### src/rtl/uart_pw_pkg.sv
package uart_pw_pkg;
  localparam int OVS       = 16;
  localparam int FRAME_MAX = 12;

  typedef enum logic [1:0] {RX_IDLE, RX_START, RX_BITS, RX_STOP} rx_state_t;

  // word with the parity folded into its top position
  function automatic logic [8:0] pw_encode(input logic [8:0] d, input logic nine,
                                           input logic par_en, input logic odd);
    logic [8:0] w;
    w = nine ? d : {1'b0, d[7:0]};
    if (par_en) begin
      if (nine) w[8] = (^w[7:0]) ^ odd;
      else      w[7] = (^w[6:0]) ^ odd;
    end
    return w;
  endfunction
endpackage

### src/rtl/uart_pw_baud.sv
module uart_pw_baud #(
  parameter int DIV_W = 16
) (
  input  logic             clk,
  input  logic             rst_n,
  input  logic [DIV_W-1:0] div,
  output logic             tick
);
  logic [DIV_W-1:0] cnt;
  logic             wrap;

  assign wrap = ({1'b0, cnt} + {{DIV_W{1'b0}}, 1'b1}) >= {1'b0, div};

  always_ff @(posedge clk or negedge rst_n) begin
    if (!rst_n) begin
      cnt  <= '0;
      tick <= 1'b0;
    end else begin
      tick <= wrap;
      cnt  <= wrap ? '0 : cnt + 1'b1;
    end
  end
endmodule

### src/rtl/uart_pw_tx.sv
module uart_pw_tx
  import uart_pw_pkg::*;
(
  input  logic       clk,
  input  logic       rst_n,
  input  logic       tick,
  input  logic       nine,
  input  logic       two_stop,
  input  logic       par_en,
  input  logic       odd,
  input  logic       ld_valid,
  input  logic [8:0] ld_data,
  output logic       ld_take,
  output logic       busy,
  output logic       txd
);
  localparam int SUB_W = $clog2(OVS);
  localparam int CNT_W = $clog2(FRAME_MAX + 1);

  logic [FRAME_MAX-1:0] shift;
  logic [CNT_W-1:0]     bits_left;
  logic [SUB_W-1:0]     sub;
  logic [8:0]           w;

  assign busy    = bits_left != '0;
  assign ld_take = ld_valid && !busy;
  assign txd     = shift[0];
  assign w       = pw_encode(ld_data, nine, par_en, odd);

  always_ff @(posedge clk or negedge rst_n) begin
    if (!rst_n) begin
      shift     <= '1;
      bits_left <= '0;
      sub       <= '0;
    end else if (ld_take) begin
      sub <= '0;
      if (nine) begin
        shift     <= {2'b11, w, 1'b0};
        bits_left <= two_stop ? CNT_W'(12) : CNT_W'(11);
      end else begin
        shift     <= {3'b111, w[7:0], 1'b0};
        bits_left <= two_stop ? CNT_W'(11) : CNT_W'(10);
      end
    end else if (tick && busy) begin
      if (sub == SUB_W'(OVS - 1)) begin
        sub       <= '0;
        shift     <= {1'b1, shift[FRAME_MAX-1:1]};
        bits_left <= bits_left - 1'b1;
      end else begin
        sub <= sub + 1'b1;
      end
    end
  end

  // a frame always opens with a low start bit
  p_start_low_r2: assert property (@(posedge clk) disable iff (!rst_n)
    $rose(busy) |-> !txd);
endmodule

### src/rtl/uart_pw_rx.sv
module uart_pw_rx
  import uart_pw_pkg::*;
(
  input  logic       clk,
  input  logic       rst_n,
  input  logic       tick,
  input  logic       rxd,
  input  logic       nine,
  input  logic       two_stop,
  input  logic       par_en,
  input  logic       odd,
  output logic       busy,
  output logic       out_valid,
  output logic [8:0] out_data,
  output logic       out_perr,
  output logic       out_ferr
);
  localparam int SUB_W = $clog2(OVS);

  rx_state_t        st;
  logic [SUB_W-1:0] sub;
  logic [3:0]       idx;
  logic [8:0]       word;
  logic             s1, s2, prev;
  logic             par_c, odd_c, two_c, stop2, ferr;
  logic [8:0]       masked;
  logic             pbits;

  assign busy = st != RX_IDLE;

  always_comb begin
    unique case ({nine, par_c})
      2'b00:   masked = {1'b0, word[7:0]};
      2'b01:   masked = {2'b00, word[6:0]};
      2'b10:   masked = word;
      default: masked = {1'b0, word[7:0]};
    endcase
    pbits = nine ? ^word : ^word[7:0];
  end

  always_ff @(posedge clk or negedge rst_n) begin
    if (!rst_n) begin
      st <= RX_IDLE; sub <= '0; idx <= '0; word <= '0;
      s1 <= 1'b1; s2 <= 1'b1; prev <= 1'b1;
      par_c <= 1'b0; odd_c <= 1'b0; two_c <= 1'b0; stop2 <= 1'b0; ferr <= 1'b0;
      out_valid <= 1'b0; out_data <= '0; out_perr <= 1'b0; out_ferr <= 1'b0;
    end else begin
      out_valid <= 1'b0;
      s1 <= rxd;
      s2 <= s1;
      if (tick) begin
        prev <= s2;
        unique case (st)
          RX_IDLE: if (prev && !s2) begin
            st <= RX_START; sub <= '0;
            par_c <= par_en; odd_c <= odd; two_c <= two_stop;
          end
          RX_START: if (sub == SUB_W'(OVS/2 - 1)) begin
            sub <= '0; idx <= '0;
            st  <= s2 ? RX_IDLE : RX_BITS;
          end else sub <= sub + 1'b1;
          RX_BITS: if (sub == SUB_W'(OVS - 1)) begin
            sub <= '0;
            word[idx] <= s2;
            idx <= idx + 1'b1;
            if (idx == (nine ? 4'd8 : 4'd7)) begin
              st <= RX_STOP; stop2 <= two_c; ferr <= 1'b0;
            end
          end else sub <= sub + 1'b1;
          RX_STOP: if (sub == SUB_W'(OVS - 1)) begin
            sub <= '0;
            if (stop2) begin
              stop2 <= 1'b0;
              ferr  <= !s2;
            end else begin
              st        <= RX_IDLE;
              out_valid <= 1'b1;
              out_data  <= masked;
              out_perr  <= par_c && (pbits != odd_c);
              out_ferr  <= ferr || !s2;
            end
          end else sub <= sub + 1'b1;
          default: st <= RX_IDLE;
        endcase
      end
    end
  end

  // delivery is a single-cycle pulse
  p_valid_pulse_r5: assert property (@(posedge clk) disable iff (!rst_n)
    out_valid |=> !out_valid);
  // parity position cleared in 8-bit mode
  p_par_masked_r5: assert property (@(posedge clk) disable iff (!rst_n)
    out_valid && par_c && !nine |-> out_data[8:7] == 2'b00);
endmodule

### src/rtl/uart_pw.sv
module uart_pw
  import uart_pw_pkg::*;
#(
  parameter int DIV_W = 16
) (
  input  logic             clk,
  input  logic             rst_n,
  input  logic [DIV_W-1:0] cfg_div,
  input  logic             cfg_nine,
  input  logic             cfg_par_en,
  input  logic             cfg_par_odd,
  input  logic             cfg_two_stop,
  input  logic             tx_valid,
  output logic             tx_ready,
  input  logic [8:0]       tx_data,
  output logic             rx_valid,
  output logic [8:0]       rx_data,
  output logic             rx_par_err,
  output logic             rx_frm_err,
  output logic             txd,
  input  logic             rxd
);
  logic [DIV_W-1:0] act_div;
  logic             act_nine;
  logic             tick, tx_busy, rx_busy, ld_take;
  logic             hold_full;
  logic [8:0]       hold_data;

  assign tx_ready = !hold_full;

  always_ff @(posedge clk or negedge rst_n) begin
    if (!rst_n) begin
      act_div   <= DIV_W'(1);
      act_nine  <= 1'b0;
      hold_full <= 1'b0;
      hold_data <= '0;
    end else begin
      if (!tx_busy && !rx_busy) begin
        act_div  <= cfg_div;
        act_nine <= cfg_nine;
      end
      if (tx_valid && tx_ready) begin
        hold_full <= 1'b1;
        hold_data <= tx_data;
      end else if (ld_take) begin
        hold_full <= 1'b0;
      end
    end
  end

  uart_pw_baud #(.DIV_W(DIV_W)) u_baud (
    .clk(clk), .rst_n(rst_n), .div(act_div), .tick(tick));

  uart_pw_tx u_tx (
    .clk(clk), .rst_n(rst_n), .tick(tick), .nine(act_nine),
    .two_stop(cfg_two_stop), .par_en(cfg_par_en), .odd(cfg_par_odd),
    .ld_valid(hold_full), .ld_data(hold_data), .ld_take(ld_take),
    .busy(tx_busy), .txd(txd));

  uart_pw_rx u_rx (
    .clk(clk), .rst_n(rst_n), .tick(tick), .rxd(rxd), .nine(act_nine),
    .two_stop(cfg_two_stop), .par_en(cfg_par_en), .odd(cfg_par_odd),
    .busy(rx_busy), .out_valid(rx_valid), .out_data(rx_data),
    .out_perr(rx_par_err), .out_ferr(rx_frm_err));

  // an accepted write fills the holding register for at least a cycle
  p_hold_fill_r9: assert property (@(posedge clk) disable iff (!rst_n)
    tx_valid && tx_ready |=> !tx_ready);
  // timing and length settings frozen while a frame is active
  p_cfg_frozen_r10: assert property (@(posedge clk) disable iff (!rst_n)
    (tx_busy || rx_busy) |=> $stable(act_nine) && $stable(act_div));
endmodule

### config.mk
export PLATFORM = sky130hd
export DESIGN_NAME = uart_pw
export DESIGN_NICKNAME = d
export VERILOG_FILES = /design/src/rtl/uart_pw_pkg.sv /design/src/rtl/uart_pw_baud.sv /design/src/rtl/uart_pw_tx.sv /design/src/rtl/uart_pw_rx.sv /design/src/rtl/uart_pw.sv
export SDC_FILE = /design/constraint.sdc
export NUM_CORES = 1
export LEC_CHECK = 0
export BUFFER_PORTS_ARGS = -buffer_cell sky130_fd_sc_hd__buf_2
export CAP_MARGIN = 20
export CELL_PAD_IN_SITES_DETAIL_PLACEMENT = 1
export CELL_PAD_IN_SITES_GLOBAL_PLACEMENT = 1
export CORE_AREA = 10 10 119 121
export CTS_CLUSTER_DIAMETER = 30
export DETAILED_ROUTE_END_ITERATION = 7
export DIE_AREA = 0 0 129 131
export PLACE_DENSITY = 0.84
export SETUP_SLACK_MARGIN = 0.2
export SYNTH_ARGS = -nofsm -noshare
export SYNTH_HDL_FRONTEND = slang
export SYNTH_SLANG_ARGS = --single-unit
### constraint.sdc
create_clock -name clk -period 3.1 [get_ports clk]
set_clock_uncertainty 0.1 [all_clocks]
set_input_delay 0 -clock clk [delete_from_list [all_inputs] [get_ports clk]]
set_output_delay 0 -clock clk [all_outputs]
set_load 0.1 [all_outputs]
# --- Word level (Yosys, flattened, before mapping) ---
# Cells that the tools add are included.
totals:
  regBits: 103
  input_bits: 33
  output_inout_bits: 14
  wordCells: 142
op_classes:
  add_sub_neg: 6
  n_lt_le_gt_ge: 3
  n_eq_ne: 17
  muxes: 54
  bitwise_logic: 3
  reduce_logical: 34
op_table:
  columns: ["cell", "count"]
  rows:
  - ["4-bit 2-to-1 mux", 13]
  - ["12-bit 2-to-1 mux", 3]
  - ["1-bit 2-to-1 mux", 18]
  - ["9-bit case mux with 2 select lines", 1]
  - ["16-bit by 1-bit adder with 17-bit output, second input constant", 1]
  - ["17-bit by 16-bit greater-or-equal comparator with 1-bit output", 1]
  - ["16-bit by 1-bit adder with 16-bit output, second input constant", 1]
  - ["16-bit 2-to-1 mux", 1]
  - ["2-bit 2-to-1 mux", 8]
  - ["8-bit parity", 2]
  - ["4-bit by 1-bit adder with 4-bit output, second input constant", 3]
  - ["2-bit by 1-bit inequality test with 1-bit output, second input constant", 6]
  - ["4-bit case mux with 3 select lines", 1]
  - ["2-bit nonzero test", 6]
  - ["10-bit 2-to-1 mux", 1]
  - ["9-bit bitwise mux", 1]
  - ["9-bit 2-to-1 mux", 1]
  - ["9-bit parity", 1]
  - ["4-bit == test, second input constant", 2]
  - ["2-bit case mux with 4 select lines", 1]
  - ["4-bit case mux with 2 select lines", 1]
  - ["4-bit AND reduction", 2]
  - ["1-bit logical AND", 7]
  - ["7-bit AND reduction", 1]
  - ["24 further kinds", 34]

# --- Depth between registers and ports, before layout ---
# Gate-level depths: netlist (run 1).
logic_depth:
  depth_word: 7
  depth_mapped: 12
  depth_no_buf: 10

# --- Cells and area by module ---
# A second synthesis (run 1) with hierarchy kept.
hier_totals:
  cells_unflattened: 490
  area_unflattened_um2: 5431.5
by_module_without_submodules:
  columns: ["module", "n_inst", "cells_each", "area_per_inst_um2", "seq_area_each_um2"]
  rows:
  - ["uart_pw_rx", 1, 197, 2057.0, 979.7]
  - ["uart_pw_baud", 1, 129, 1266.2, 425.4]
  - ["uart_pw", 1, 59, 1063.5, 676.9]
  - ["uart_pw_tx", 1, 105, 1044.8, 462.9]

# --- Least setup slack after synthesis (run 1) ---
# No wires, ideal clock.
synth_path:
  kind: "register -> register"
  startpoint: "register u_baud.cnt[0]"
  endpoint: "register u_baud.cnt[13]"
  setup_ns: 0.124
  arrival_ns: 2.550
  required_ns: 2.876
  setup_slack_ns: 0.326
  path_stages_with_launch: 13
  path_buffers: 2
  synth_period_minus_slack_ns: 2.774
  path_cell_list: "dfrtp_1 > ha_1 > and4_1 > clkbuf_1 > nand4_1 > xnor2_1 > ha_1 > nand3_1 > nor3_1 > nand3_1 > o211ai_2 > buf_2 > nor3b_1"
synth_via:
  elab_chain_cells: 3
  word_cells_on_any_way: 4
  cone_classes: "add/sub (2); order compare (1); mux (1)"
synth_lines:
  columns: ["element", "line", "rtl"]
  rows:
  - ["start, declared", "uart_pw_baud.sv:9", "logic [DIV_W-1:0] cnt;"]
  - ["start signal, assigned", "uart_pw_baud.sv:20", "cnt <= wrap ? '0 : cnt + 1'b1;"]
  - ["16-bit by 1-bit adder with 17-bit output", "uart_pw_baud.sv:12", "assign wrap = ({1'b0, cnt} + {{DIV_W{1'b0}}, 1'b1}) >= {1'b0, div};"]
  - ["17-bit by 16-bit greater-or-equal comparator with 1-bit output", "uart_pw_baud.sv:12", null]
  - ["16-bit 2-to-1 mux *", "uart_pw_baud.sv:20", null]
# Every way passes the cells marked *; elsewhere a longest branch is shown, timed or not.
# A chain may end at the register's enable or synchronous reset.

# --- Worst setup path in the final report (run 1) ---
layout_path:
  startpoint: "register u_baud.cnt[1]"
  endpoint: "register u_baud.tick"
layout_via:
  elab_chain_cells: 2
layout_lines:
  columns: ["element", "line", "rtl"]
  rows:
  - ["16-bit by 1-bit adder with 17-bit output", "uart_pw_baud.sv:12", null]
  - ["17-bit by 16-bit greater-or-equal comparator with 1-bit output", "uart_pw_baud.sv:12", null]
  - ["named net u_baud.wrap", "uart_pw_baud.sv:10", "logic wrap;"]
  - ["end signal, assigned", "uart_pw_baud.sv:19", "tick <= wrap;"]
  - ["end, declared", "uart_pw_baud.sv:7", "output logic tick"]
# The timed path passes the listed nets, and every way through them passes these cells.

==> impl_metrics.xml, run 1 <==
<?xml version="1.0" encoding="UTF-8"?>
<metrics>
  <group name="floorplanning">
    <metric name="floorplan.die.height" unit="µm">131</metric>
    <metric name="die_w" unit="µm">129</metric>
    <metric name="std_cell_rows" unit="">40</metric>
    <metric name="die_area" unit="µm²">16900</metric>
    <metric name="ios" unit="">47</metric>
    <metric name="core-area" unit="µm²">11800</metric>
    <metric name="floorplan.initialDensity" unit="">0.442</metric>
  </group>
  <group name="grt">
    <metric name="number_of_antenna_violations_at_the_first_check_in_global_routing" unit="">0</metric>
    <metric name="vias_in_the_first_global_route" unit="">4223</metric>
    <metric name="grt_pass1_wl" unit="µm">20800</metric>
    <metric name="grt_max_degree" unit="">60</metric>
    <metric name="global_route.overflow_total" unit="">0</metric>
    <metric name="track_usage" unit="">0.155</metric>
  </group>
  <group name="cells_and_area">
    <metric name="drive_above_1_share" unit="">0.268</metric>
    <metric name="finalNetCount" unit="">624</metric>
    <metric name="layout.area.seq" unit="µm²">2550</metric>
    <metric name="layout_overhead_on_the_synthesized_area" unit="%">21.4</metric>
    <metric name="insertedDiodeCount" unit="">0</metric>
    <metric name="multiInputGateArea" unit="µm²">2530</metric>
    <metric name="final.fill_count" unit="">1283</metric>
  </group>
  <group name="sta">
    <metric name="slew_margin_rel" unit="">0.460</metric>
    <metric name="min_setup_slack_post_route" unit="ns">0.323</metric>
    <metric name="fin_crit_sh" unit="">0.896</metric>
    <metric name="hold_violations" unit="">0</metric>
    <metric name="finalWorstPathRequiredPeriod" unit="ns">2.78</metric>
    <metric name="fmax" unit="GHz">0.360</metric>
    <metric name="number_of_endpoints_failing_setup_at_the_final_stage" unit="">0</metric>
    <metric name="timing.final.max_slew_violations" unit="">0</metric>
    <metric name="unrepaired_setup_endpoints_after_global_routing" unit="">no</metric>
    <metric name="worst_pin_slew" unit="ns">0.809</metric>
    <metric name="fin_tns_setup" unit="ns">0</metric>
  </group>
  <group name="setup_path">
    <metric name="critPathMaxStageDelay" unit="ns">0.43</metric>
    <metric name="critPathRequiredTime" unit="ns">3.23</metric>
    <metric name="worst_setup_path_start_kind" unit="">register</metric>
    <metric name="crit_fanout" unit="">9</metric>
    <metric name="critical_path.endpoint_type" unit="">register</metric>
    <metric name="path_common_cell" unit="">sky130_fd_sc_hd__and3_1</metric>
    <metric name="critical_path.cell_chain" unit="">nand2_1 &gt; nor2_1 &gt; and3_1 &gt; xor2_1 &gt; ha_1 &gt; and3_1 &gt; a221o_1 &gt; nand2_2 &gt; nand2_4 &gt; or2_2</metric>
    <metric name="cpMaxStageDelayCell" unit="">sky130_fd_sc_hd__dfrtp_1</metric>
    <metric name="crit_arrival" unit="ns">2.91</metric>
    <metric name="critical_path_class" unit="">register to register</metric>
  </group>
  <group name="clock_network">
    <metric name="cts-buffers-inserted" unit="">9</metric>
    <metric name="clock_latency" unit="ns">0.35</metric>
    <metric name="tritoncts" unit="">built</metric>
    <metric name="ctsRootBufferMaster" unit="">sky130_fd_sc_hd__clkbuf_16</metric>
    <metric name="clock-sinks" unit="">101</metric>
    <metric name="path_clk_slew" unit="ns">0.07</metric>
    <metric name="cts-root-to-sink-buffers" unit="">2</metric>
    <metric name="cts-htree-levels" unit="">3</metric>
  </group>
  <group name="synth">
    <metric name="synth_edf_count" unit="">0</metric>
    <metric name="syn_nets" unit="">538</metric>
    <metric name="yosys_warnings" unit="">0</metric>
    <metric name="syn_inst" unit="">477</metric>
    <metric name="synth_seq_area_share" unit="">0.488</metric>
    <metric name="ys_seq_elements" unit="">101</metric>
    <metric name="synth-async-reset-ratio" unit="">1.00</metric>
    <metric name="synth_area_per_cell" unit="µm²">10.9</metric>
    <metric name="netlist_area" unit="µm²">5220</metric>
    <metric name="synth_top_flop_cell" unit="">sky130_fd_sc_hd__dfrtp_1</metric>
    <metric name="yosys.cell_types.count" unit="">58</metric>
  </group>
  <group name="power_and_ir_drop">
    <metric name="leakage" unit="nW">2.99</metric>
    <metric name="power_density_relative_to_cell_area" unit="nW/µm²">485</metric>
    <metric name="power.ir.vdd_worst" unit="mV">0.412</metric>
  </group>
  <group name="placement">
    <metric name="number_of_buffers_inserted_by_port_buffering" unit="">46</metric>
    <metric name="gp_routability_congestion" unit="">0.808</metric>
    <metric name="hpwlAfterDp" unit="µm">8630</metric>
    <metric name="dp_worst_setup_slack" unit="ns">0.152</metric>
  </group>
  <group name="hold_path">
    <metric name="hold_path.class" unit="">input pin to async pin</metric>
  </group>
  <group name="outcome">
    <metric name="outcome" unit="">finished clean</metric>
  </group>
  <group name="routing">
    <metric name="drtIter0Drc" unit="">131</metric>
    <metric name="number_of_detailed_routing_iterations_run_before_antenna_repair" unit="">4</metric>
    <metric name="routed_wl" unit="µm">12300</metric>
    <metric name="vias" unit="">3767</metric>
    <metric name="ant_nets" unit="">0</metric>
    <metric name="route.detailed.vias_per_inst" unit="">5.27</metric>
    <metric name="route.detailed.drc" unit="">0</metric>
    <metric name="post_drt_wl_per_cell" unit="µm">17.3</metric>
  </group>
  <group name="flow_run">
    <metric name="max_cap_violations" unit="">0</metric>
  </group>
</metrics>
[report_power, final]
group	internal [mW]	switching [mW]	total, mW	leakage (nW)
Sequential	1.39	0.0755	1.47	1.27
Combinational	0.234	0.231	0.464	1.58
Clock	0.650	0.488	1.14	0.140
[logic make-up after synthesis]
family,count (synthesis),share of synthesized area
AND/OR/NAND/NOR,154,0.160
flip-flops,101,0.488
AO/OA/AOI/OAI,63,0.0731
multiplexers,50,0.106
buffers and inverters,44,0.0412
XOR/XNOR,37,0.0647
adder cells (fa/ha/maj),28,0.0671
[cell usage in the layout (no fill, tap or decap), types with 4 or more instances in the layout]
master,Yosys,final
sky130_fd_sc_hd__nand2b_1,4,4
sky130_fd_sc_hd__nand4_1,4,4
sky130_fd_sc_hd__dfrtp_1,87,83
sky130_fd_sc_hd__mux2_2,37,37
sky130_fd_sc_hd__buf_2,5,45
sky130_fd_sc_hd__nor3b_1,6,6
sky130_fd_sc_hd__mux2i_1,8,8
sky130_fd_sc_hd__nand2_1,56,55
sky130_fd_sc_hd__dlygate4sd3_1,0,32
sky130_fd_sc_hd__inv_1,29,29
sky130_fd_sc_hd__buf_4,3,11
sky130_fd_sc_hd__xor2_1,11,10
sky130_fd_sc_hd__mux2_1,5,5
sky130_fd_sc_hd__o31ai_1,5,5
sky130_fd_sc_hd__and3_1,9,8
sky130_fd_sc_hd__dfrtp_2,0,4
sky130_fd_sc_hd__a21oi_1,10,10
sky130_fd_sc_hd__nor2_1,20,20
sky130_fd_sc_hd__o21ai_0,30,30
sky130_fd_sc_hd__clkbuf_16,0,9
sky130_fd_sc_hd__nor2b_1,8,8
sky130_fd_sc_hd__xnor2_1,25,23
sky130_fd_sc_hd__nand3_1,18,18
sky130_fd_sc_hd__a21o_1,4,4
sky130_fd_sc_hd__ha_1,28,27
sky130_fd_sc_hd__dfstp_2,14,14
[path summary, 6_finish.rpt]
kind | cells after the start | from | end | slack [ns]
max | 10 | u_baud.cnt[1] | u_baud.tick | 0.32
min | 2 | rst_n | u_rx.out_data[1] | 0.15
min in group clk | 2 | rxd | u_rx.s1 | 0.21
max reg2reg | 10 | u_baud.cnt[1] | u_baud.tick | 0.32
min reg2reg | 0 | u_rx.s1 | u_rx.s2 | 0.26
max in group asynchronous | 3 | rst_n | act_div[0] | 1.98
[per-stage QoR]
stage,util,power [mW],hold slack (ns),instance area [µm²],cells
floorplan,-,1.73,-0.396,5220,477
global placement,0.475,1.84,0.00598,5620,663
detailed placement,0.475,1.88,0.00929,5620,663
CTS,0.529,3.07,0.175,6250,711
global route,0.536,3.22,0.199,6330,715
finish,0.536,3.07,0.155,6330,715
[cell usage after synthesis, types with 4 or more instances]
library cell	count	share of area
sky130_fd_sc_hd__nor2_1	20	0.014
sky130_fd_sc_hd__nor3_1	4	0.0038
sky130_fd_sc_hd__xor2_1	11	0.018
sky130_fd_sc_hd__a21o_1	4	0.0058
sky130_fd_sc_hd__mux2_2	37	0.080
sky130_fd_sc_hd__nand2_1	56	0.040
sky130_fd_sc_hd__mux2i_1	8	0.015
sky130_fd_sc_hd__dfstp_2	14	0.071
sky130_fd_sc_hd__buf_2	5	0.0048
sky130_fd_sc_hd__nand2b_1	4	0.0048
sky130_fd_sc_hd__inv_1	29	0.021
sky130_fd_sc_hd__xnor2_1	25	0.042
sky130_fd_sc_hd__nor2b_1	8	0.0096
sky130_fd_sc_hd__ha_1	28	0.067
sky130_fd_sc_hd__a21oi_1	10	0.0096
sky130_fd_sc_hd__o21ai_0	30	0.029
sky130_fd_sc_hd__nand3_1	18	0.017
sky130_fd_sc_hd__o31ai_1	5	0.0072
sky130_fd_sc_hd__dfrtp_1	87	0.42
sky130_fd_sc_hd__nand4_1	4	0.0048
sky130_fd_sc_hd__nor3b_1	6	0.0086
sky130_fd_sc_hd__mux2_1	5	0.011
sky130_fd_sc_hd__and3_1	9	0.011
[final cells by class]
type	count	area share
flip-flops and latches	101	0.403
multi-input cells	332	0.400
repair buffers	90	0.104
clock buffers	13	0.0395
well taps	147	0.0290
inverters	29	0.0172
clock inverters	3	0.00731
[critical path: cells and delay by family (launching register included)]
kind | cells | cell delay, ns
simple gates | 7 | 1.23
flops | 1 | 0.43
compound gates | 1 | 0.35
fa+ha+maj | 1 | 0.30
xor+xnor | 1 | 0.23
[registers in the layout, indices dropped and copies added (netlist names), 4 cells and up, named ones only]
signal          flops
u_rx.out_data       9
act_div            16
u_baud.cnt         16
hold_data           9
u_tx.bits_left      4
u_tx.sub            4
u_tx.shift         10
u_rx.idx            4
u_rx.sub            4
u_rx.word           9
[timing repair]
action | in CTS | in global routing
resized for setup | 3 | 14
setup endpoints to repair | 17 | 17
setup buffers | 0 | 4
hold buffers | 32 | 0
pin swaps | 0 | 2
hold endpoints to repair | 80 | 0
cloned | 0 | 0
[per-layer routing]
layer / vias to the layer above / track usage / wire, µm
met2: 52 / 0.284 / 6660
met1: 1886 / 0.164 / 5010
met4: 0 / 0.0515 / 212
met3: 19 / 0.0508 / 452
li1: 1810 / - / -
met5: - / 0 / 0
Note: power is estimated with default switching activity, not from simulation.
==> inputs of run 2 (changes only) <==
Settings changed: CORE_AREA 10 10 119 121 to 10 10 93 156, DIE_AREA 0 0 129 131 to 0 0 103 166.
==> run 2 against run 1 <==
Against the previous run: critical path depth grew 1; combinational power is essentially flat; sequential share of layout area is essentially flat; largest cell class unchanged; largest power group unchanged; sequential cell count is the same.
==> impl_metrics.xml, run 2 (synthesis gave the netlist of run 1 again) <==
<?xml version="1.0" encoding="UTF-8"?>
<metrics>
  <group name="outcome">
    <metric name="outcome" unit="">finished clean</metric>
  </group>
  <group name="setup_path">
    <metric name="ff2ff_path_depth" unit="">11</metric>
    <metric name="worst_setup_path_start_kind" unit="">register</metric>
    <metric name="critical_path.reg2reg.startpoint" unit="">u_baud.cnt[7]</metric>
    <metric name="critPathRequiredTime" unit="ns">3.23</metric>
    <metric name="critical_path_class" unit="">register to register</metric>
    <metric name="critical_path.endpoint_type" unit="">register</metric>
    <metric name="crit_fanout" unit="">17</metric>
    <metric name="rr_endpoint" unit="">u_baud.tick</metric>
    <metric name="crit_path_start" unit="">u_baud.cnt[7]</metric>
    <metric name="crit_arrival" unit="ns">3.00</metric>
    <metric name="reg2reg_slack" unit="ns">0.23</metric>
  </group>
  <group name="grt">
    <metric name="track_usage" unit="">0.165</metric>
    <metric name="number_of_antenna_violations_at_the_first_check_in_global_routing" unit="">0</metric>
    <metric name="global_route.overflow_total" unit="">0</metric>
    <metric name="vias_in_the_first_global_route" unit="">4511</metric>
    <metric name="grt_pass1_wl" unit="µm">22400</metric>
    <metric name="grt_max_degree" unit="">76</metric>
  </group>
  <group name="clock_network">
    <metric name="ctsRootBufferMaster" unit="">sky130_fd_sc_hd__clkbuf_16</metric>
    <metric name="cts-root-to-sink-buffers" unit="">2</metric>
    <metric name="clock-sinks" unit="">101</metric>
    <metric name="tritoncts" unit="">built</metric>
    <metric name="path_clk_slew" unit="ns">0.07</metric>
    <metric name="cts-htree-levels" unit="">3</metric>
    <metric name="clock_latency" unit="ns">0.35</metric>
    <metric name="cts-buffers-inserted" unit="">9</metric>
  </group>
  <group name="sta">
    <metric name="fin_tns_setup" unit="ns">0</metric>
    <metric name="unrepaired_setup_endpoints_after_global_routing" unit="">yes</metric>
    <metric name="number_of_endpoints_failing_setup_at_the_final_stage" unit="">0</metric>
    <metric name="worst_pin_slew" unit="ns">0.981</metric>
    <metric name="fin_crit_sh" unit="">0.924</metric>
    <metric name="timing.final.max_slew_violations" unit="">0</metric>
    <metric name="slew_margin_rel" unit="">0.346</metric>
    <metric name="fmax" unit="GHz">0.349</metric>
    <metric name="finalWorstPathRequiredPeriod" unit="ns">2.87</metric>
    <metric name="hold_violations" unit="">0</metric>
  </group>
  <group name="routing">
    <metric name="route.detailed.drc" unit="">0</metric>
    <metric name="number_of_detailed_routing_iterations_run_before_antenna_repair" unit="">4</metric>
    <metric name="route.detailed.vias_per_inst" unit="">5.52</metric>
    <metric name="routed_wl" unit="µm">13700</metric>
    <metric name="post_drt_wl_per_cell" unit="µm">19.4</metric>
    <metric name="ant_nets" unit="">0</metric>
    <metric name="drtIter0Drc" unit="">149</metric>
    <metric name="vias" unit="">3894</metric>
  </group>
  <group name="hold_path">
    <metric name="timing.hold.worst.start" unit="">rxd</metric>
    <metric name="worst_hold_path.endpoint" unit="">u_rx.s1</metric>
    <metric name="count_of_cells_along_the_worst_hold_path" unit="">2</metric>
    <metric name="hold_path.class" unit="">input pin to register</metric>
  </group>
  <group name="cells_and_area">
    <metric name="top_regs" unit="">act_div: 16 flops, u_baud.cnt: 16 flops, u_tx.shift: 10 flops</metric>
    <metric name="drive_above_1_share" unit="">0.269</metric>
    <metric name="most_common_library_cell_in_the_layout_ignoring_fill_and_taps" unit="">sky130_fd_sc_hd__dfrtp_1</metric>
    <metric name="mostFrequentLayoutCells" unit="">85 x sky130_fd_sc_hd__dfrtp_1, 56 x sky130_fd_sc_hd__nand2_1, 45 x sky130_fd_sc_hd__buf_2</metric>
    <metric name="insertedDiodeCount" unit="">0</metric>
    <metric name="layout_overhead_on_the_synthesized_area" unit="%">21.4</metric>
    <metric name="finalNetCount" unit="">625</metric>
    <metric name="fin_cells" unit="">706</metric>
  </group>
  <group name="floorplanning">
    <metric name="floorplan.initialDensity" unit="">0.437</metric>
    <metric name="die_w" unit="µm">103</metric>
    <metric name="std_cell_rows" unit="">53</metric>
    <metric name="core-area" unit="µm²">11900</metric>
    <metric name="floorplan.die.height" unit="µm">166</metric>
    <metric name="die_area" unit="µm²">17100</metric>
    <metric name="ios" unit="">47</metric>
  </group>
  <group name="power_and_ir_drop">
    <metric name="power_frac_seq" unit="">0.467</metric>
    <metric name="leakage" unit="nW">3.01</metric>
    <metric name="clockPowerShare" unit="">0.387</metric>
    <metric name="pwr-share-comb" unit="">0.146</metric>
    <metric name="internal-power" unit="mW">2.32</metric>
    <metric name="power_dissipated_by_switching_net_loads" unit="mW">0.842</metric>
    <metric name="power.ir.vdd_worst" unit="mV">0.296</metric>
    <metric name="power_density_relative_to_cell_area" unit="nW/µm²">500</metric>
    <metric name="switching_share" unit="">0.266</metric>
  </group>
  <group name="placement">
    <metric name="placed_cells_incl_taps" unit="">652</metric>
    <metric name="number_of_buffers_inserted_by_port_buffering" unit="">46</metric>
    <metric name="hpwlAfterDp" unit="µm">9030</metric>
    <metric name="gp_routability_congestion" unit="">0.833</metric>
  </group>
  <group name="flow_run">
    <metric name="max_cap_violations" unit="">0</metric>
  </group>
</metrics>
[run 2: changes by cell type in the layout (fill, tap and decap cells not counted), sizes merged]
cell / before / now
clkinv: 1 / 0
inv: 29 / 32
clkinvlp: 1 / 0
buf: 58 / 59
clkbuf: 13 / 12
[run 2: cell type report]
type	instances	area (µm²)
multi-input combinational	332	2530
clock buffer	12	267
clock inverter	4	58.8
sequential	101	2550
inverter	29	109
timing repair buffer	91	654
tap	137	171
fill	1288	5600
[run 2: repair_timing]
item | CTS | global route
buffers inserted | 1 | 5
endpoints found under the hold margin | 92 | 0
hold buffers | 32 | 0
gates resized for setup | 6 | 8
endpoints found under the setup margin | 17 | 17
pin swaps | 0 | 5
[run 2: worst max-delay path, stage by stage (launching register included)]
cell	delay [ns]
sky130_fd_sc_hd__dfrtp_1	0.43
sky130_fd_sc_hd__and4_4	0.29
sky130_fd_sc_hd__nor3b_4	0.26
sky130_fd_sc_hd__and3_1	0.28
sky130_fd_sc_hd__xor2_2	0.19
sky130_fd_sc_hd__ha_1	0.25
sky130_fd_sc_hd__nand2_1	0.14
sky130_fd_sc_hd__o21ai_0	0.12
sky130_fd_sc_hd__nand2b_1	0.12
sky130_fd_sc_hd__o211ai_2	0.09
sky130_fd_sc_hd__buf_6	0.17
sky130_fd_sc_hd__or2_2	0.29
[run 2: metal layers]
layer	GRT usage	vias to the layer above	share of wire
li1	-	1812	-
met1	0.166	1970	0.35
met2	0.313	78	0.59
met3	0.0258	34	0.029
met4	0.0717	0	0.031
met5	0	-	0
[run 2: metrics by stage]
stage	utilization	hold slack, ns	worst slack (ns)	area, µm²	power, mW
after floorplan	-	-0.396	0.326	5220	1.73
after global placement	0.468	0.0222	0.303	5580	1.84
after detailed placement	0.468	0.0247	0.125	5580	1.87
after CTS	0.524	0.206	0.208	6260	3.14
after global routing	0.531	0.212	0.107	6330	3.30
final	0.531	0.215	0.234	6330	3.16
[run 2: worst max-delay path by stage]
stage	end	depth (start not counted)
after global placement	u_baud.tick	10
after floorplan	u_baud.cnt[13]	12
after global routing	u_baud.tick	11
after detailed placement	u_baud.tick	10
final	u_baud.tick	11
after CTS	u_baud.tick	10
[run 2: power groups by stage]
| stage | Sequential [mW] | Combinational [mW] | Clock, mW |
|---|---|---|---|
| floorplan | 1.46 | 0.262 | 0 |
| global placement | 1.48 | 0.363 | 0 |
| detailed placement | 1.49 | 0.385 | 0 |
| CTS | 1.47 | 0.433 | 1.24 |
| global route | 1.49 | 0.522 | 1.29 |
| finish | 1.48 | 0.461 | 1.22 |
==> inputs of run 3 (changes only) <==
Settings changed: CORE_AREA 10 10 93 156 to 10 10 95 159, DIE_AREA 0 0 103 166 to 0 0 105 169, PLACE_DENSITY 0.84 to 0.83, SYNTH_HIERARCHICAL set to 1.
==> run 3 against run 2 <==
Against the previous run: the flow now finishes with violations (setup timing); power increased by 53%; register-to-register slack got worse by 0.24 ns; via count increased by 1.9%; count of clock-buffer cells in the layout unchanged; final cell count increased by 7.4%; core utilization increased by 0.60 points; critical path depth increased by 1; sequential cell count unchanged; worst hold slack got worse by 0.037 ns; maximum frequency decreased by 7.7%; critical path type unchanged; largest power group unchanged.
==> impl_metrics.xml, run 3 <==
<?xml version="1.0" encoding="UTF-8"?>
<metrics>
  <group name="clock_network">
    <metric name="tritoncts" unit="">built</metric>
    <metric name="cts-buffers-inserted" unit="">9</metric>
    <metric name="path_clk_slew" unit="ns">0.07</metric>
    <metric name="cts-root-to-sink-buffers" unit="">2</metric>
    <metric name="clock-sinks" unit="">101</metric>
    <metric name="cts-htree-levels" unit="">3</metric>
    <metric name="clock_latency" unit="ns">0.35</metric>
    <metric name="ctsRootBufferMaster" unit="">sky130_fd_sc_hd__clkbuf_16</metric>
  </group>
  <group name="setup_path">
    <metric name="critical_path_class" unit="">register to register</metric>
    <metric name="crit_arrival" unit="ns">3.24</metric>
    <metric name="critical_path.endpoint_type" unit="">register</metric>
    <metric name="critPathRequiredTime" unit="ns">3.24</metric>
    <metric name="ff2ff_path_depth" unit="">12</metric>
    <metric name="worst_setup_path_start_kind" unit="">register</metric>
    <metric name="crit_fanout" unit="">5</metric>
  </group>
  <group name="synth">
    <metric name="post-synth-top-count-cell" unit="">sky130_fd_sc_hd__dfrtp_1</metric>
    <metric name="syn_inst" unit="">490</metric>
    <metric name="synth_seq_area_share" unit="">0.469</metric>
    <metric name="synth-async-reset-ratio" unit="">1.00</metric>
    <metric name="synth.area.top_cells" unit="">sky130_fd_sc_hd__dfrtp_1 40%, sky130_fd_sc_hd__dfstp_2 6.8%, sky130_fd_sc_hd__ha_1 6.7%</metric>
    <metric name="netlist_area" unit="µm²">5430</metric>
    <metric name="yosysTopAreaCellShare" unit="">0.401</metric>
    <metric name="yosys.cell_types.count" unit="">69</metric>
    <metric name="yosys_warnings" unit="">6</metric>
    <metric name="synth_top_flop_cell" unit="">sky130_fd_sc_hd__dfrtp_1</metric>
    <metric name="synth_area_per_cell" unit="µm²">11.1</metric>
    <metric name="synth_edf_count" unit="">0</metric>
    <metric name="syn_nets" unit="">552</metric>
    <metric name="synth.largest_area_cell" unit="">sky130_fd_sc_hd__dfrtp_1</metric>
    <metric name="synth.cells.most_frequent" unit="">87 x sky130_fd_sc_hd__dfrtp_1, 59 x sky130_fd_sc_hd__nand2_1, 32 x sky130_fd_sc_hd__inv_1</metric>
    <metric name="ys_seq_elements" unit="">101</metric>
  </group>
  <group name="routing">
    <metric name="post_drt_wl_per_cell" unit="µm">19.2</metric>
    <metric name="route.detailed.vias_per_inst" unit="">5.23</metric>
    <metric name="vias" unit="">3968</metric>
    <metric name="number_of_detailed_routing_iterations_run_before_antenna_repair" unit="">4</metric>
    <metric name="ant_nets" unit="">0</metric>
    <metric name="routed_wl" unit="µm">14600</metric>
    <metric name="route.detailed.drc" unit="">0</metric>
    <metric name="drtIter0Drc" unit="">104</metric>
  </group>
  <group name="placement">
    <metric name="hpwlAfterDp" unit="µm">9430</metric>
    <metric name="dp_worst_setup_slack" unit="ns">-0.185</metric>
    <metric name="gp_routability_congestion" unit="">0.817</metric>
    <metric name="number_of_buffers_inserted_by_port_buffering" unit="">46</metric>
  </group>
  <group name="sta">
    <metric name="fmax" unit="GHz">0.322</metric>
    <metric name="slew_margin_rel" unit="">0.388</metric>
    <metric name="hold_slack" unit="ns">0.178</metric>
    <metric name="fin_crit_sh" unit="">1.00</metric>
    <metric name="hold_violations" unit="">0</metric>
    <metric name="min_setup_slack_post_route" unit="ns">-0.00588</metric>
    <metric name="finalWorstPathRequiredPeriod" unit="ns">3.11</metric>
    <metric name="worst_pin_slew" unit="ns">0.916</metric>
    <metric name="number_of_endpoints_failing_setup_at_the_final_stage" unit="">1</metric>
    <metric name="timing.final.max_slew_violations" unit="">0</metric>
    <metric name="unrepaired_setup_endpoints_after_global_routing" unit="">yes</metric>
  </group>
  <group name="power_and_ir_drop">
    <metric name="power.ir.vdd_worst" unit="mV">0.343</metric>
    <metric name="power_density_relative_to_cell_area" unit="nW/µm²">725</metric>
    <metric name="power.total" unit="mW">4.84</metric>
    <metric name="leakage" unit="nW">3.10</metric>
  </group>
  <group name="grt">
    <metric name="track_usage" unit="">0.165</metric>
    <metric name="global_route.overflow_total" unit="">0</metric>
    <metric name="grt_max_degree" unit="">64</metric>
    <metric name="grt_pass1_wl" unit="µm">23500</metric>
    <metric name="vias_in_the_first_global_route" unit="">4554</metric>
    <metric name="number_of_antenna_violations_at_the_first_check_in_global_routing" unit="">0</metric>
  </group>
  <group name="floorplanning">
    <metric name="std_cell_rows" unit="">54</metric>
    <metric name="floorplan.initialDensity" unit="">0.437</metric>
    <metric name="floorplan.die.height" unit="µm">169</metric>
    <metric name="die_area" unit="µm²">17700</metric>
    <metric name="core-area" unit="µm²">12400</metric>
    <metric name="die_w" unit="µm">105</metric>
    <metric name="ios" unit="">47</metric>
  </group>
  <group name="cells_and_area">
    <metric name="mostFrequentLayoutCells" unit="">86 x sky130_fd_sc_hd__dfrtp_1, 59 x sky130_fd_sc_hd__nand2_1, 45 x sky130_fd_sc_hd__buf_2</metric>
    <metric name="most_common_library_cell_in_the_layout_ignoring_fill_and_taps" unit="">sky130_fd_sc_hd__dfrtp_1</metric>
    <metric name="insertedDiodeCount" unit="">0</metric>
    <metric name="top_regs" unit="">act_div: 16 flops, u_baud/cnt: 16 flops, u_tx/shift: 10 flops</metric>
    <metric name="finalNetCount" unit="">647</metric>
    <metric name="drive_above_1_share" unit="">0.325</metric>
    <metric name="layout_overhead_on_the_synthesized_area" unit="%">22.8</metric>
    <metric name="final_core_utilization" unit="">0.537</metric>
  </group>
  <group name="outcome">
    <metric name="outcome" unit="">finished with violations</metric>
    <metric name="violations_in_the_final_reports" unit="">setup timing</metric>
  </group>
  <group name="hold_path">
    <metric name="count_of_cells_along_the_worst_hold_path" unit="">3</metric>
    <metric name="hold_path.class" unit="">input pin to register</metric>
  </group>
  <group name="flow_run">
    <metric name="max_cap_violations" unit="">0</metric>
  </group>
</metrics>
## run 3: changes by cell type after synthesis, moves of 6 or more
cell                      change
sky130_fd_sc_hd__nor3b_1      -6
sky130_fd_sc_hd__mux2_4      +10
sky130_fd_sc_hd__a21oi_1      +6
sky130_fd_sc_hd__and3_1       -8
sky130_fd_sc_hd__nor2b_2      +6
sky130_fd_sc_hd__mux2_2       -8
sky130_fd_sc_hd__nand4_1      +7
## run 3: final timing paths
| path | to | startpoint | slack, ns |
|---|---|---|---|
| min in group asynchronous | u_rx/stop2 | rst_n | 0.19 |
| setup / recovery | u_baud/cnt[2] | u_baud/cnt[0] | -0.006 |
| hold / removal | hold_full | tx_valid | 0.18 |
| max in group asynchronous | u_tx/shift[0] | rst_n | 1.93 |
| hold reg to reg | u_rx/s2 | u_rx/s1 | 0.26 |
| setup reg to reg | u_baud/cnt[2] | u_baud/cnt[0] | -0.006 |
## run 3: per-layer routing
| layer | global-route usage | wire (µm) | vias to the layer above |
|---|---|---|---|
| li1 | - | - | 1865 |
| met1 | 0.159 | 5180 | 2008 |
| met2 | 0.329 | 8480 | 67 |
| met3 | 0.0342 | 419 | 28 |
| met4 | 0.0635 | 466 | 0 |
| met5 | 0 | 0 | - |
## run 3: worst max-delay path, cell delays in order, from the launching register on
cell and delay [ns]:
sky130_fd_sc_hd__dfrtp_1 0.39, sky130_fd_sc_hd__nand3_1 0.16, sky130_fd_sc_hd__or2_1 0.33, sky130_fd_sc_hd__nor2_2 0.23, sky130_fd_sc_hd__xor2_2 0.11, sky130_fd_sc_hd__ha_1 0.31, sky130_fd_sc_hd__nand4_1 0.15, sky130_fd_sc_hd__buf_4 0.17
sky130_fd_sc_hd__nor3_2 0.23, sky130_fd_sc_hd__a2111oi_4 0.07, sky130_fd_sc_hd__buf_4 0.18, sky130_fd_sc_hd__o211ai_4 0.27, sky130_fd_sc_hd__and2b_2 0.28
## run 3: layout make-up
cell class                      count  area [µm²]
Clock buffer                       12         236
Tap cell                          168         210
Inverter                           33         124
Fill cell                        1371        5760
Multi-Input combinational cell    340        2790
Timing Repair Buffer              100         736
Sequential cell                   101        2550
Clock inverter                      4        25.0
## run 3: metrics by stage
stage,std cells,TNS [ns],instance area [µm²]
after floorplan,490,0,5430
after global placement,693,-0.393,5810
after detailed placement,693,-2.00,5810
after CTS,752,0,6570
after global routing,758,-0.795,6670
final,758,-0.00588,6670
## run 3: repair_timing
item	in CTS	in global routing
endpoints found under the setup margin	17	17
buffers inserted	11	5
resized for setup	16	9
gates cloned	1	0
hold endpoints to repair	84	0
hold buffers	31	0
pin swaps	11	8
## run 3: kinds of logic after synthesis
group           Yosys count  synth area share
compound gates           66            0.0839
xor+xnor                 34            0.0599
fa+ha+maj                29            0.0668
buf+inv                  50            0.0451
flops                   101             0.469
mux                      49             0.106
simple gates            161             0.170
## run 3: where the power goes
group	internal (mW)	switching, mW
Sequential	1.64	0.302
Combinational	0.832	1.02
Clock	0.543	0.497
Total	3.02	1.82
